==> config.mk <==
export PLATFORM = sky130hd
export DESIGN_NAME = scan_port_top
export DESIGN_NICKNAME = d
export VERILOG_FILES = /design/src/rtl/scan_pkg.sv /design/src/rtl/scan_tap_fsm.sv /design/src/rtl/scan_instr.sv /design/src/rtl/scan_bsr.sv /design/src/rtl/scan_port_top.sv
export SDC_FILE = /design/constraint.sdc
export NUM_CORES = 1
export LEC_CHECK = 0
export BUFFER_PORTS_ARGS = -buffer_cell sky130_fd_sc_hd__buf_2
export CORE_ASPECT_RATIO = 1.75
export CORE_UTILIZATION = 60
export CTS_CLUSTER_SIZE = 24
export DETAILED_ROUTE_END_ITERATION = 6
export PLACE_DENSITY = 0.84
export SKIP_LAST_GASP = 1
export SYNTH_ARGS = -nofsm -noshare
export SYNTH_HDL_FRONTEND = slang
export SYNTH_SLANG_ARGS = --single-unit
==> constraint.sdc <==
create_clock -name tck -period 3.84 [get_ports tck]
set_input_delay 0.192 -clock tck [delete_from_list [all_inputs] [get_ports tck]]
set_output_delay 0.192 -clock tck [all_outputs]
set_load 0.01 [all_outputs]
==> src/rtl/scan_pkg.sv <==
package scan_pkg;
  typedef enum logic [3:0] {
    S_TLR, S_IDLE,
    S_SEL_DR, S_CAP_DR, S_SH_DR, S_EX1_DR, S_PA_DR, S_EX2_DR, S_UP_DR,
    S_SEL_IR, S_CAP_IR, S_SH_IR, S_EX1_IR, S_PA_IR, S_EX2_IR, S_UP_IR
  } tap_state_t;

  typedef enum logic [1:0] {DR_BYP, DR_ID, DR_BSR} dr_sel_t;

  localparam int IR_W = 3;
  localparam logic [IR_W-1:0] OP_EXTEST   = 3'b000;
  localparam logic [IR_W-1:0] OP_IDCODE   = 3'b001;
  localparam logic [IR_W-1:0] OP_SAMPLE_Z = 3'b010;
  localparam logic [IR_W-1:0] OP_SAMPLE   = 3'b100;
  localparam logic [IR_W-1:0] OP_BYPASS   = 3'b111;
  localparam logic [IR_W-1:0] IR_CAPTURE  = 3'b001;
endpackage

==> src/rtl/scan_tap_fsm.sv <==
module scan_tap_fsm
  import scan_pkg::*;
(
  input  logic       tck,
  input  logic       trst_n,
  input  logic       tms,
  output tap_state_t state
);
  tap_state_t nxt;

  always_comb begin
    nxt = state;
    unique case (state)
      S_TLR:    nxt = tms ? S_TLR    : S_IDLE;
      S_IDLE:   nxt = tms ? S_SEL_DR : S_IDLE;
      S_SEL_DR: nxt = tms ? S_SEL_IR : S_CAP_DR;
      S_CAP_DR: nxt = tms ? S_EX1_DR : S_SH_DR;
      S_SH_DR:  nxt = tms ? S_EX1_DR : S_SH_DR;
      S_EX1_DR: nxt = tms ? S_UP_DR  : S_PA_DR;
      S_PA_DR:  nxt = tms ? S_EX2_DR : S_PA_DR;
      S_EX2_DR: nxt = tms ? S_UP_DR  : S_SH_DR;
      S_UP_DR:  nxt = tms ? S_SEL_DR : S_IDLE;
      S_SEL_IR: nxt = tms ? S_TLR    : S_CAP_IR;
      S_CAP_IR: nxt = tms ? S_EX1_IR : S_SH_IR;
      S_SH_IR:  nxt = tms ? S_EX1_IR : S_SH_IR;
      S_EX1_IR: nxt = tms ? S_UP_IR  : S_PA_IR;
      S_PA_IR:  nxt = tms ? S_EX2_IR : S_PA_IR;
      S_EX2_IR: nxt = tms ? S_UP_IR  : S_SH_IR;
      S_UP_IR:  nxt = tms ? S_SEL_DR : S_IDLE;
      default:  nxt = S_TLR;
    endcase
  end

  always_ff @(posedge tck or negedge trst_n)
    if (!trst_n) state <= S_TLR;
    else         state <= nxt;

  AST_TLR_HOLD: assert property (@(posedge tck) disable iff (!trst_n)
    (state == S_TLR && tms) |=> state == S_TLR);
  AST_UPDR_EXIT: assert property (@(posedge tck) disable iff (!trst_n)
    (state == S_UP_DR) |=> (state == S_IDLE || state == S_SEL_DR));
endmodule

==> src/rtl/scan_instr.sv <==
module scan_instr
  import scan_pkg::*;
(
  input  logic            tck,
  input  logic            trst_n,
  input  tap_state_t      state,
  input  logic            tdi,
  output logic [IR_W-1:0] ir_cur,
  output logic            ir_sout,
  output dr_sel_t         dr_sel,
  output logic            is_extest,
  output logic            is_samplez,
  output logic            bsr_upd_en
);
  logic [IR_W-1:0] ir_sh;

  always_ff @(posedge tck or negedge trst_n)
    if (!trst_n) begin
      ir_sh  <= OP_IDCODE;
      ir_cur <= OP_IDCODE;
    end else if (state == S_TLR) begin
      ir_sh  <= OP_IDCODE;
      ir_cur <= OP_IDCODE;
    end else begin
      if (state == S_CAP_IR)     ir_sh <= IR_CAPTURE;
      else if (state == S_SH_IR) ir_sh <= {tdi, ir_sh[IR_W-1:1]};
      if (state == S_UP_IR)      ir_cur <= ir_sh;
    end

  assign ir_sout = ir_sh[0];

  always_comb begin
    unique case (ir_cur)
      OP_IDCODE:                         dr_sel = DR_ID;
      OP_EXTEST, OP_SAMPLE, OP_SAMPLE_Z: dr_sel = DR_BSR;
      default:                           dr_sel = DR_BYP;
    endcase
  end

  assign is_extest  = (ir_cur == OP_EXTEST);
  assign is_samplez = (ir_cur == OP_SAMPLE_Z);
  assign bsr_upd_en = (ir_cur == OP_EXTEST) || (ir_cur == OP_SAMPLE);

  AST_IR_RESET_ID: assert property (@(posedge tck) disable iff (!trst_n)
    (state == S_TLR) |=> ir_cur == OP_IDCODE);
  AST_IR_HOLD: assert property (@(posedge tck) disable iff (!trst_n)
    (state != S_UP_IR && state != S_TLR) |=> $stable(ir_cur));
endmodule

==> src/rtl/scan_bsr.sv <==
module scan_bsr
  import scan_pkg::*;
#(
  parameter int LEN     = 48,
  parameter int OE_CELL = 47
) (
  input  logic           tck,
  input  logic           trst_n,
  input  tap_state_t     state,
  input  logic           sel,
  input  logic           upd_en,
  input  logic           is_extest,
  input  logic           is_samplez,
  input  logic           tdi,
  input  logic [LEN-1:0] pins,
  output logic           sout,
  output logic [LEN-1:0] preload,
  output logic           out_enable
);
  localparam logic [LEN-1:0] PL_RESET = LEN'(1) << OE_CELL;

  logic [LEN-1:0] sh;
  logic [LEN-1:0] chain_in;

  for (genvar i = 0; i < LEN; i++) begin : g_cell
    logic sh_q, pl_q;
    if (i == LEN-1) begin : g_head
      assign chain_in[i] = tdi;
    end else begin : g_body
      assign chain_in[i] = sh[i+1];
    end

    always_ff @(posedge tck or negedge trst_n)
      if (!trst_n) begin
        sh_q <= 1'b0;
        pl_q <= PL_RESET[i];
      end else if (state == S_TLR) begin
        pl_q <= PL_RESET[i];
      end else begin
        if (sel && state == S_CAP_DR)     sh_q <= pins[i];
        else if (sel && state == S_SH_DR) sh_q <= chain_in[i];
        if (upd_en && state == S_UP_DR)   pl_q <= sh_q;
      end

    assign sh[i]      = sh_q;
    assign preload[i] = pl_q;
  end

  assign sout       = sh[0];
  assign out_enable = is_samplez ? 1'b0 : (is_extest ? preload[OE_CELL] : 1'b1);

  AST_PL_HOLD: assert property (@(posedge tck) disable iff (!trst_n)
    (state != S_UP_DR && state != S_TLR) |=> $stable(preload));
  AST_PL_RESET: assert property (@(posedge tck) disable iff (!trst_n)
    (state == S_TLR) |=> preload == PL_RESET);
endmodule

==> src/rtl/scan_port_top.sv <==
module scan_port_top
  import scan_pkg::*;
#(
  parameter int          BSR_LEN  = 48,
  parameter int          OE_CELL  = 47,
  parameter logic [31:0] ID_VALUE = 32'h1A2B_3C4E
) (
  input  logic               tck,
  input  logic               trst_n,
  input  logic               tms,
  input  logic               tdi,
  output logic               tdo,
  output logic               tdo_oe,
  input  logic [BSR_LEN-1:0] pin_capture,
  output logic [BSR_LEN-1:0] preload_out,
  output logic               out_enable
);
  localparam int          ID_W   = 32;
  localparam logic [ID_W-1:0] ID_EFF = ID_VALUE | ID_W'(1);

  tap_state_t      state;
  logic [IR_W-1:0] ir_cur;
  logic            ir_sout, is_extest, is_samplez, bsr_upd_en, bsr_sout;
  dr_sel_t         dr_sel;
  logic [ID_W-1:0] id_sh;
  logic            byp_q;
  logic            sout;

  scan_tap_fsm u_fsm (.tck, .trst_n, .tms, .state);

  scan_instr u_ir (
    .tck, .trst_n, .state, .tdi, .ir_cur, .ir_sout, .dr_sel,
    .is_extest, .is_samplez, .bsr_upd_en
  );

  scan_bsr #(.LEN(BSR_LEN), .OE_CELL(OE_CELL)) u_bsr (
    .tck, .trst_n, .state, .sel(dr_sel == DR_BSR), .upd_en(bsr_upd_en),
    .is_extest, .is_samplez, .tdi, .pins(pin_capture), .sout(bsr_sout),
    .preload(preload_out), .out_enable
  );

  always_ff @(posedge tck or negedge trst_n)
    if (!trst_n) begin
      id_sh <= '0;
      byp_q <= 1'b0;
    end else begin
      if (dr_sel == DR_ID && state == S_CAP_DR)     id_sh <= ID_EFF;
      else if (dr_sel == DR_ID && state == S_SH_DR) id_sh <= {tdi, id_sh[ID_W-1:1]};
      if (dr_sel == DR_BYP && state == S_CAP_DR)     byp_q <= 1'b0;
      else if (dr_sel == DR_BYP && state == S_SH_DR) byp_q <= tdi;
    end

  always_comb begin
    if (state == S_SH_IR) sout = ir_sout;
    else begin
      unique case (dr_sel)
        DR_ID:   sout = id_sh[0];
        DR_BSR:  sout = bsr_sout;
        default: sout = byp_q;
      endcase
    end
  end

  always_ff @(negedge tck or negedge trst_n)
    if (!trst_n) begin
      tdo    <= 1'b0;
      tdo_oe <= 1'b0;
    end else begin
      tdo    <= sout;
      tdo_oe <= (state == S_SH_DR) || (state == S_SH_IR);
    end

  AST_TDO_OE_SHIFT: assert property (@(posedge tck) disable iff (!trst_n)
    tdo_oe == (state == S_SH_DR || state == S_SH_IR));
  AST_OE_LOW_CAUSE: assert property (@(posedge tck) disable iff (!trst_n)
    !out_enable |-> (ir_cur == OP_EXTEST || ir_cur == OP_SAMPLE_Z));
  AST_BYP_CLEAR: assert property (@(posedge tck) disable iff (!trst_n)
    (dr_sel == DR_BYP && state == S_CAP_DR) |=> !byp_q);
endmodule

Word-level counts from Yosys, hierarchy flattened
Index checks and enable logic that the tools add are counted.
{ "word_totals": {"register_bits": 141, "in_bits": 52, "word_cells": 366} }
{ "classes": {"eq_ne": 20, "n_mux": 219, "bitwise_logic": 1, "reduce_logical": 23} }
{ "ops": {"columns": ["operator", "n"], "rows": [
  ["2-to-1 mux 1 bit", 200],
  ["2-to-1 mux 32 bit", 2],
  ["case mux 4 bit (12 select lines)", 1],
  ["equality test 4 bit (second input constant)", 8],
  ["2-to-1 mux 3 bit", 7],
  ["equality test 4 x 3 -> 1 bit (second input constant)", 4],
  ["2-to-1 mux 4 bit", 4],
  ["nonzero test 2 bit", 5],
  ["equality test 4 x 2 -> 1 bit (second input constant)", 2],
  ["logical AND 1 bit", 7],
  ["2-to-1 mux 2 bit", 3],
  ["OR reduction 3 bit", 2],
  ["equality test 4 x 1 -> 1 bit (second input constant)", 1],
  ["zero test 4 bit", 1],
  ["case mux 2 bit (2 select lines)", 1],
  ["OR reduction 2 bit", 2],
  ["equality test 3 x 1 -> 1 bit (second input constant)", 1],
  ["equality test 3 x 2 -> 1 bit (second input constant)", 1],
  ["equality test 3 bit (second input constant)", 1],
  ["zero test 3 bit", 1],
  ["nonzero test 3 bit", 1],
  ["equality test 2 x 1 -> 1 bit (second input constant)", 1],
  ["equality test 2 bit (second input constant)", 1],
  ["zero test 2 bit", 1],
  ["4 further kinds", 5]
]} }

Longest topological paths before layout
{ "logic_depth": {"word_depth": 7, "mapped_depth": 8, "mapped_depth_nobuf": 7} }

Hierarchy
A second synthesis with hierarchy kept.
{ "unflattened": {"cells_unflattened": 596, "hier_area_um2": 6970.4} }
{ "by_module_without_submodules": {"columns": ["module", "instances", "cells_per_inst", "area_per_inst_um2"], "rows": [
  ["scan_bsr", 1, 376, 4675.7],
  ["scan_port_top", 1, 140, 1626.6],
  ["scan_instr", 1, 40, 352.8],
  ["scan_tap_fsm", 1, 40, 315.3]
]} }

==> flow_metrics.env <==
export IMPL_register_area_sq_um=3530
export IMPL_cap_violations=0
export IMPL_drv_slew=0
export IMPL_ios=103
export IMPL_min_delay_start="pin_capture[47]"
export IMPL_power_switching_mw=1.64
export IMPL_rows=51
export IMPL_syn_inst=531
export IMPL_hold_path_depth=3
export IMPL_netlist_cell_type_count=47
export IMPL_slowest_stage="dfstp_2"
export IMPL_cts_buffer_depth=2
export IMPL_totalWireLength_um=14100
export IMPL_placedInstanceArea_sq_um=6990
export IMPL_ys_warn_count=0
export IMPL_synth_top_area_share_pct=50.0
export IMPL_initial_core_util_pct=61.2
export IMPL_dp_hpwl_um=9060
export IMPL_drc=0
export IMPL_irDropWorstVdd_mv=0.469
export IMPL_fp_dieH_um=143
export IMPL_core_area_sq_um=11100
export IMPL_cts_root_buf="clkbuf_16"
export IMPL_synth_area_sq_um=6800
export IMPL_critical_path_buf_inv_count=1
export IMPL_grt_pass1_vias=4570
export IMPL_clock_sinks=141
export IMPL_fin_ws_ns=0.0578
export IMPL_r2r_cells=6
export IMPL_cp_start_kind="flop"
export IMPL_drt_pass1_iter_count=4
export IMPL_final_nets=636
export IMPL_rsz0062_at_grt="no"
export IMPL_crit_family="flip-flops"
export IMPL_r2r_start="u_ir.ir_cur[0]$_DFFE_PN1P_"
export IMPL_worstPathArrival_ns=2.10
export IMPL_fin_skew_ns=0.0236
export IMPL_synth_area_leaders="dfrtp_1 50%, mux2_2 15%, a22o_1 6.7%"
export IMPL_cts_clk_slew_worst_paths_ns=0.06
export IMPL_fin_util_pct=68.4
export IMPL_powerDensity_nw_per_um2=683
export IMPL_status="complete, no violations"
export IMPL_vias=4291
export IMPL_insertion_delay_ns=0.42
export IMPL_fillers=771
export IMPL_slew_headroom_pct=35.2
export IMPL_drive_above_1_share_pct=44.6
export IMPL_port_buffers=102
export IMPL_dp_slack_ns=-0.00946
export IMPL_tightestPinTransition_ns=0.972
export IMPL_antenna_found_initial=1
export IMPL_r2r_end="tdo$_DFF_NN0_"
export IMPL_avgRoutedWirePerCell_um=19.4
export IMPL_multi_input_area_sq_um=2620
export IMPL_whs_ns=0.0887
export IMPL_cts_tree="built"
export IMPL_cts_buffers=17
export IMPL_p_leak_nw=3.90
export IMPL_worstPathCellList="inv_2 > or3_4 > ha_4 > a221o_1 > o221ai_2 > o31ai_1"
export IMPL_ant_nets=0
export IMPL_gp_congestion=0.843
export IMPL_crit_start="u_ir.ir_cur[0]$_DFFE_PN1P_"
export IMPL_design_area_sq_um=7590
export IMPL_grt_pass1_wl_um=22500
export IMPL_dieArea_sq_um=11800
export IMPL_synth_seq_area_share_pct=51.9
export IMPL_power_switching_share_pct=31.5
export IMPL_ys_ff_latch=141
export IMPL_required_ns=2.16
export IMPL_area_delta_synth_final_pct=11.7
export IMPL_r2r_slack_ns=0.06
export IMPL_synth_async_reset_ratio_pct=100
export IMPL_max_stage_delay_ns=0.56
export IMPL_crit_type="flop to flop"
export IMPL_setup_viol_count_final=0
export IMPL_cp_max_fo=4
export IMPL_grt_use_total_pct=25.9
export IMPL_power_internal_mw=3.55
export IMPL_sequentialPowerShare_pct=37.8
export IMPL_synth_ff_type="dfrtp_1"
export IMPL_hold_violations=0
export IMPL_htreeDepth=4
export IMPL_synth_area_per_cell_sq_um=12.8
export IMPL_grt_max_degree=76
export IMPL_min_to="u_bsr.g_cell[47].sh_q$_DFFE_PN0P_"
export IMPL_synth_nets=586
export IMPL_die_x_um=82.5
export IMPL_yosysTopAreaCell="dfrtp_1"
export IMPL_end_kind="flop"
export IMPL_hp_class="input pin to flop"
export IMPL_via_per_inst=5.90
export IMPL_comb_power_share_pct=31.8
export IMPL_clockPowerShare_pct=30.4
export IMPL_grt_overflow_total=0
export IMPL_drt_iter0_markers=210
export IMPL_synth_edf_count=0
layout by cell type (no fill, tap or decap), types with 2 or more instances in the layout:
| cell type | instances |
|---|---|
| dfrtp_1 | 136 |
| buf_2 | 101 |
| mux2_2 | 91 |
| a22o_1 | 52 |
| nor2_1 | 29 |
| inv_1 | 26 |
| mux2_4 | 19 |
| mux2i_1 | 18 |
| clkbuf_16 | 17 |
| nor2b_1 | 11 |
| buf_4 | 11 |
| a21oi_1 | 6 |
| clkinv_2 | 6 |
| o21ai_0 | 5 |
| clkbuf_1 | 5 |
| nand2b_1 | 4 |
| o22ai_1 | 3 |
| dfstp_2 | 3 |
| nand3_1 | 2 |
| o221ai_1 | 2 |
| and3b_1 | 2 |
| nor3_1 | 2 |
| and3_1 | 2 |
| o31ai_1 | 2 |
| a21oi_4 | 2 |
| a22oi_1 | 2 |
| ha_1 | 2 |
| clkbuf_8 | 2 |
| bufinv_16 | 2 |
| dfrtn_1 | 2 |
final cells by class:
class                      count  area share [%]
antenna                        1          0.0329
clock buffer                  24            6.21
clock inverter                 8            1.19
inverter                      27            1.33
multi-input combinational    280            34.5
sequential                   141            46.5
tap                          132            2.17
timing repair buffer         114            8.02
metrics by stage:
stage	std cells	total power, mW	TNS [ns]
floorplan	531	3.20	0
global placement	692	3.46	0
detailed placement	692	3.56	-0.00946
CTS	725	5.18	0
global route	727	5.45	0
finish	727	5.19	0
Yosys cell counts, drive strengths merged (2+ instances only):
library cell / n
dfrtp: 136
mux2: 110
buf: 70
a22o: 52
nor2: 29
inv: 27
mux2i: 18
clkbuf: 13
nor2b: 11
a21oi: 8
o21ai: 6
nand2b: 4
and3: 3
dfstp: 3
ha: 3
o221ai: 3
o22ai: 3
a22oi: 2
and3b: 2
dfrtn: 2
nand3: 2
nand3b: 2
nor3: 2
o31ai: 2
or3: 2
or3b: 2
registers in the layout, summed over array words and instances (netlist names):
signal,count
tdo,1
u_bsr.g_cell.sh_q,47
u_bsr.g_cell.pl_q,48
u_fsm.state,4
u_bsr.sout,1
u_ir.ir_cur,3
id_sh,32
u_ir.ir_sh,3
tdo_oe,1
byp_q,1
worst max path at each step:
stage	cells past startpoint	to	slack [ns]
3_3_place_gp	6	tdo$_DFF_NN0_	0.08
3_5_place_dp	6	tdo$_DFF_NN0_	-0.009
2_1_floorplan	6	tdo$_DFF_NN0_	0.11
5_1_grt	6	tdo$_DFF_NN0_	0.007
6_report	6	tdo$_DFF_NN0_	0.06
4_1_cts	6	tdo$_DFF_NN0_	0.04
kinds of logic after synthesis:
kind of cell             Yosys count  share of synthesized area, %
XOR/XNOR                           1                         0.129
buffers and inverters            110                          10.0
AO/OA/AOI/OAI                     84                          10.2
multiplexers                     128                          21.9
adder cells (fa/ha/maj)            3                         0.552
AND/OR/NAND/NOR                   64                          5.28
flip-flops                       141                          51.9
power groups by stage:
stage	registers (mW)	logic, mW	clock network [mW]
floorplan	1.91	1.29	0
global placement	1.95	1.51	0
detailed placement	1.98	1.58	0
CTS	1.96	1.63	1.59
global route	2.00	1.80	1.65
finish	1.96	1.65	1.58
repair_timing:
action | CTS | global route
endpoints found under the hold margin | 6 | 0
endpoints found under the setup margin | 1 | 1
resized for setup | 2 | 2
hold buffers | 1 | 0
pin swaps | 0 | 2
buffers inserted | 0 | 1
worst min-delay path, delay by kind of cell:
kind / cells / cell delay, ns
buf+inv: 1 / 0.08
mux: 2 / 0.19
layer usage:
layer | track usage, % | vias to the layer above | routed length [um]
met3 | 5.81 | 44 | 522
met5 | 0 | - | 0
li1 | - | 1923 | -
met4 | 13.7 | 0 | 509
met1 | 28.9 | 2215 | 5440
met2 | 44.5 | 109 | 7630
Power figures use the tool's default switching activity.
